$ cat src/rtl/hs_cond_pkg.sv
package hs_cond_pkg;

  // Function performed by one atomic handshake unit.
  typedef enum logic [1:0] {
    FN_IS_ZERO = 2'd0,
    FN_PASS    = 2'd1,
    FN_DEC     = 2'd2,
    FN_INC     = 2'd3
  } unit_fn_e;

endpackage

$ cat src/rtl/hs_rise_det.sv
module hs_rise_det #(
  parameter logic RST_VAL = 1'b1
) (
  input  logic clk,
  input  logic rst,
  input  logic sig,
  output logic rise
);

  logic sig_q;

  always_ff @(posedge clk) begin
    if (rst) sig_q <= RST_VAL;
    else     sig_q <= sig;
  end

  assign rise = sig & ~sig_q;

endmodule

$ cat src/rtl/hs_atom_unit.sv
module hs_atom_unit
  import hs_cond_pkg::*;
#(
  parameter int       DATA_W = 8,
  parameter int       LAT    = 1,
  parameter unit_fn_e FN     = FN_PASS
) (
  input  logic              clk,
  input  logic              rst,
  input  logic              start,
  input  logic [DATA_W-1:0] arg,
  output logic              done,
  output logic [DATA_W-1:0] res
);

  localparam int CNT_W = (LAT < 1) ? 1 : $clog2(LAT + 1);

  logic [CNT_W-1:0]  busy_cnt;
  logic [DATA_W-1:0] fn_val;

  generate
    if (FN == FN_IS_ZERO) begin : g_zero
      assign fn_val = DATA_W'(arg == '0);
    end else if (FN == FN_DEC) begin : g_dec
      assign fn_val = arg - DATA_W'(1);
    end else if (FN == FN_INC) begin : g_inc
      assign fn_val = arg + DATA_W'(1);
    end else begin : g_pass
      assign fn_val = arg;
    end
  endgenerate

  always_ff @(posedge clk) begin
    if (rst) begin
      busy_cnt <= '0;
      res      <= '0;
    end else if (start) begin
      busy_cnt <= CNT_W'(LAT);
      res      <= fn_val;
    end else if (busy_cnt != '0) begin
      busy_cnt <= busy_cnt - CNT_W'(1);
    end
  end

  // Done drops in the start cycle itself so that no gap appears upstream.
  assign done = (busy_cnt == '0) & ~start;

endmodule

$ cat src/rtl/hs_cond_sel.sv
module hs_cond_sel
  import hs_cond_pkg::*;
#(
  parameter int       DATA_W   = 8,
  parameter int       TEST_LAT = 1,
  parameter int       THEN_LAT = 2,
  parameter int       ELSE_LAT = 3,
  parameter unit_fn_e TEST_FN  = FN_IS_ZERO,
  parameter unit_fn_e THEN_FN  = FN_PASS,
  parameter unit_fn_e ELSE_FN  = FN_DEC
) (
  input  logic              clk,
  input  logic              rst,
  input  logic              load,
  input  logic [DATA_W-1:0] inp,
  output logic              done,
  output logic [DATA_W-1:0] out
);

  logic              load_rise;
  logic              done_q;
  logic              start;
  logic [DATA_W-1:0] op_q;
  logic              t_done, t_rise, t_flag;
  logic [DATA_W-1:0] t_res;
  logic              sel_q;
  logic              th_start, el_start;
  logic              th_done, el_done;
  logic [DATA_W-1:0] th_res, el_res;

  hs_rise_det #(.RST_VAL(1'b1)) u_load_rise (
    .clk(clk), .rst(rst), .sig(load), .rise(load_rise)
  );

  always_ff @(posedge clk) begin
    if (rst) done_q <= 1'b1;
    else     done_q <= done;
  end

  assign start = load_rise & done_q;

  always_ff @(posedge clk) begin
    if (rst)        op_q <= '0;
    else if (start) op_q <= inp;
  end

  hs_atom_unit #(.DATA_W(DATA_W), .LAT(TEST_LAT), .FN(TEST_FN)) u_test (
    .clk(clk), .rst(rst), .start(start), .arg(inp),
    .done(t_done), .res(t_res)
  );

  assign t_flag = |t_res;

  hs_rise_det #(.RST_VAL(1'b1)) u_tdone_rise (
    .clk(clk), .rst(rst), .sig(t_done), .rise(t_rise)
  );

  always_ff @(posedge clk) begin
    if (rst)         sel_q <= 1'b0;
    else if (t_rise) sel_q <= t_flag;
  end

  assign th_start = t_rise & t_flag;
  assign el_start = t_rise & ~t_flag;

  hs_atom_unit #(.DATA_W(DATA_W), .LAT(THEN_LAT), .FN(THEN_FN)) u_then (
    .clk(clk), .rst(rst), .start(th_start), .arg(op_q),
    .done(th_done), .res(th_res)
  );

  hs_atom_unit #(.DATA_W(DATA_W), .LAT(ELSE_LAT), .FN(ELSE_FN)) u_else (
    .clk(clk), .rst(rst), .start(el_start), .arg(op_q),
    .done(el_done), .res(el_res)
  );

  assign out  = sel_q ? th_res : el_res;
  assign done = t_done & th_done & el_done;

endmodule

$ cat config.mk
export PLATFORM = sky130hd
export DESIGN_NAME = hs_cond_sel
export DESIGN_NICKNAME = d
export VERILOG_FILES = /design/src/rtl/hs_cond_pkg.sv /design/src/rtl/hs_rise_det.sv /design/src/rtl/hs_atom_unit.sv /design/src/rtl/hs_cond_sel.sv
export SDC_FILE = /design/constraint.sdc
export NUM_CORES = 1
export LEC_CHECK = 0
export BUFFER_PORTS_ARGS = -buffer_cell sky130_fd_sc_hd__buf_4
export CORE_MARGIN = 2
export CORE_UTILIZATION = 40
export DETAILED_ROUTE_END_ITERATION = 6
export PLACE_DENSITY = 0.65
export RECOVER_POWER = 50
export SYNTH_ARGS = -nofsm -noshare
export SYNTH_HDL_FRONTEND = slang
export SYNTH_SLANG_ARGS = --single-unit
$ cat constraint.sdc
create_clock -name clk -period 2 [get_ports clk]
set_clock_uncertainty 0.15 [all_clocks]
set_input_delay 0.4 -clock clk [delete_from_list [all_inputs] [get_ports clk]]
set_output_delay 0.4 -clock clk [all_outputs]
set_load 0.05 [all_outputs]
==> flow_summary.toml <==
[synth]
syn_area_um2 = 1480
ys_seq_elements = 34
synth.net_count = 181
syn-instance-count = 168
yosysSeqAreaShare = 0.459
avgSynthCellArea_um2 = 8.82
synthDistinctLibCells = 33
synth_warnings = 0

[timing]
fmax_ghz = 0.532
setup-tns-final_ns = 0
slew_viol_final = 0
rsz0062_at_grt = "false"
setup_viol = 0
finalHoldViolCount = 0
period_share = 0.940
slew_headroom = 0.434
tightest_slew_ns = 0.849
fin_crit_ns = 1.88

[worst_setup_path]
worst_setup_path_end_kind = "output port"
cp_data_required_time_ns = 1.45
crit_start = "u_else.busy_cnt[0]$_SDFFE_PP0P_"
crit_arrival_ns = 1.33
critical_path_class = "reg2out"
regToRegSetupSlack_ns = 0.18
reg2reg_from = "u_load_rise.sig_q$_SDFF_PP1_"
worstPathMaxFanout = 3
start_kind = "flip-flop"

[clock_tree]
clkLatencyLatePin_ns = 0.28
numCtsBuffers = 5
cts.sinks = 34
hold_buffers = 0
cts_tree = "built"
clk_pin_slew_ns = 0.06
cts_root_buf = "clkbuf_8"
cts_max_path_buffers = 2
htreeDepth = 2

[placement]
hpwlAfterDp_um = 2250
gp_congestion = 0.826
port_buffers = 19

[drt]
drt-pass1-iter-count = 4
ant_nets = 0
vias = 1250
viasPerCell = 5.34
drc = 0
drt-initial-drc-count = 52
wl_per_cell_um = 13.9
wirelength_um = 3250

[global_routing]
grt.overflow.total = 0
antenna_found_initial = 0
track_usage = 0.173
met1_usage = 0.213
grt_max_degree = 35
met2_usage = 0.281
grt_pass1_vias = 1220
gr-max-usage-layer = "met2"
grt_pass1_wl_um = 5550
use_met3 = 0.0469

[die]
start_util = 0.411
io_pins = 20
num_rows = 22
fp.dieW_um = 64.9
fp.dieH_um = 64.9
core_area_um2 = 3610
die_area_um2 = 4210

[run_status]
status = "completed"

[power]
p_leak_nw = 0.657
power_density_nw_per_um2 = 922
clkPwrFrac = 0.284
intPower_mw = 1.14
netSwitchingFraction = 0.295
sequentialPowerShare = 0.469
power_frac_comb = 0.248
p_sw_uw = 475
worst_ir_drop_vdd_uv = 359
total_power_mw = 1.61

[job]
drv_cap = 0

[finish]
nNetsFinal = 199
area_delta_synth_final_pct = 17.9
drive_gt1_frac = 0.253
n_antenna_cell = 0
n_fill_cell = 360

[min_path]
min_from = "load"
hold_path_class = "in2reg"
[kinds of logic (layout without fill, tap and decap cells)]
logic type                 count (synthesis)  after routing  synth area share
DFF                                       34             34             0.459
buffers and inverters                     17             35            0.0431
muxes                                      9              9            0.0684
and+or+nand+nor                           53             53             0.198
xor gates and xnor gates                   2              2            0.0118
adders and majority gates                  2              2            0.0169
AOI/OAI and AO/OA                         51             51             0.202
[path summary, 6_finish.rpt]
path / end / cells after the start
max: done / 5
min: u_load_rise.sig_q$_SDFF_PP1_ / 2
max reg2reg: u_then.res[0]$_SDFFE_PP0P_ / 4
min reg2reg: u_else.res[0]$_SDFFE_PP0P_ / 2
[cell usage in the layout (no fill, tap or decap), types with 2 or more instances in the layout]
| cell type | count |
|---|---|
| nand2_1 | 20 |
| clkbuf_8 | 5 |
| buf_4 | 20 |
| o31ai_1 | 3 |
| a21oi_1 | 29 |
| clkbuf_1 | 4 |
| nor2_1 | 2 |
| nand3_1 | 10 |
| inv_1 | 4 |
| dfxtp_1 | 33 |
| nor4_1 | 2 |
| nand2b_1 | 2 |
| mux2_2 | 9 |
| or3_1 | 3 |
| a311oi_1 | 4 |
| xor2_1 | 2 |
| or2_2 | 3 |
| a211oi_1 | 2 |
| o21ai_0 | 10 |
[registers in the layout (all words and copies together) (netlist names)]
| signal | flops |
|---|---|
| done_q | 1 |
| op_q | 8 |
| sel_q | 1 |
| u_else.busy_cnt | 2 |
| u_else.res | 8 |
| u_load_rise.sig_q | 1 |
| u_tdone_rise.sig_q | 1 |
| u_test.busy_cnt | 1 |
| u_test.res | 1 |
| u_then.busy_cnt | 2 |
| u_then.res | 8 |
[repair_timing]
action / 4_1_cts / 5_1_grt
setup endpoints to repair: 8 / 1
endpoints found under the hold margin: 0 / 0
gates resized for setup: 1 / 2
setup buffers: 0 / 0
[power groups by stage]
stage	Clock (mW)	Combinational, mW	Sequential [mW]
5_1_grt	0.511	0.441	0.760
2_1_floorplan	0	0.297	0.760
6_report	0.457	0.399	0.755
3_3_place_gp	0	0.376	0.767
4_1_cts	0.470	0.391	0.755
3_5_place_dp	0	0.390	0.770
[final cells by class]
class / count / area (um2) / share of cell area
clock buffer: 7 / 76.3 / 0.0437
sequential: 34 / 682 / 0.390
tap: 48 / 60.1 / 0.0344
multi-input combinational: 117 / 739 / 0.423
inverter: 4 / 15.0 / 0.00860
timing repair buffer: 24 / 174 / 0.0996
[Yosys cell counts]
cell	count	share of area
or4_4	1	0.0076
and2_0	1	0.0042
nand3_1	10	0.034
or3b_2	1	0.0059
or3_4	1	0.0076
buf_1	1	0.0025
or3_1	3	0.013
a311oi_1	4	0.024
nor3b_2	1	0.0084
dfxtp_1	34	0.46
a21oi_1	29	0.098
ha_1	2	0.017
o21ai_0	10	0.034
nor4_1	2	0.0084
nand2_1	20	0.051
xor2_1	2	0.012
nand4bb_1	1	0.0076
nor2_1	2	0.0051
o31ai_1	3	0.015
or2_2	3	0.013
nor3_1	1	0.0034
clkbuf_1	12	0.030
o21bai_1	1	0.0051
o41ai_1	1	0.0059
nor3_2	1	0.0068
nand3b_1	1	0.0051
and3b_1	1	0.0059
nand2b_1	2	0.0084
mux2_2	9	0.068
inv_1	4	0.010
a211oi_1	2	0.010
and3_1	1	0.0042
a311oi_2	1	0.010
[critical path, cell delays in order, from the launching register on]
cell and delay, ns:
dfxtp_1 0.32, inv_1 0.06, ha_2 0.21, nand4bb_1 0.12
nor3_2 0.16, buf_6 0.18
[through the flow]
stage          cell area [um2]  hold WS (ns)  utilization  setup WS, ns  std cells
2_1_floorplan             1490         0.290            -         0.158        168
3_3_place_gp              1680         0.304        0.465         0.305        227
3_5_place_dp              1680         0.312        0.465         0.259        227
4_1_cts                   1760         0.166        0.487        0.0555        234
5_1_grt                   1750         0.167        0.484        0.0322        234
6_report                  1750         0.171        0.484         0.120        234
[per-layer routing]
layer  vias up  part of all wire
met5         -                 0
met4         0             0.018
met3         5             0.040
met2        24              0.48
met1       581              0.46
li1        640                 -
Power figures use the tool's default switching activity.
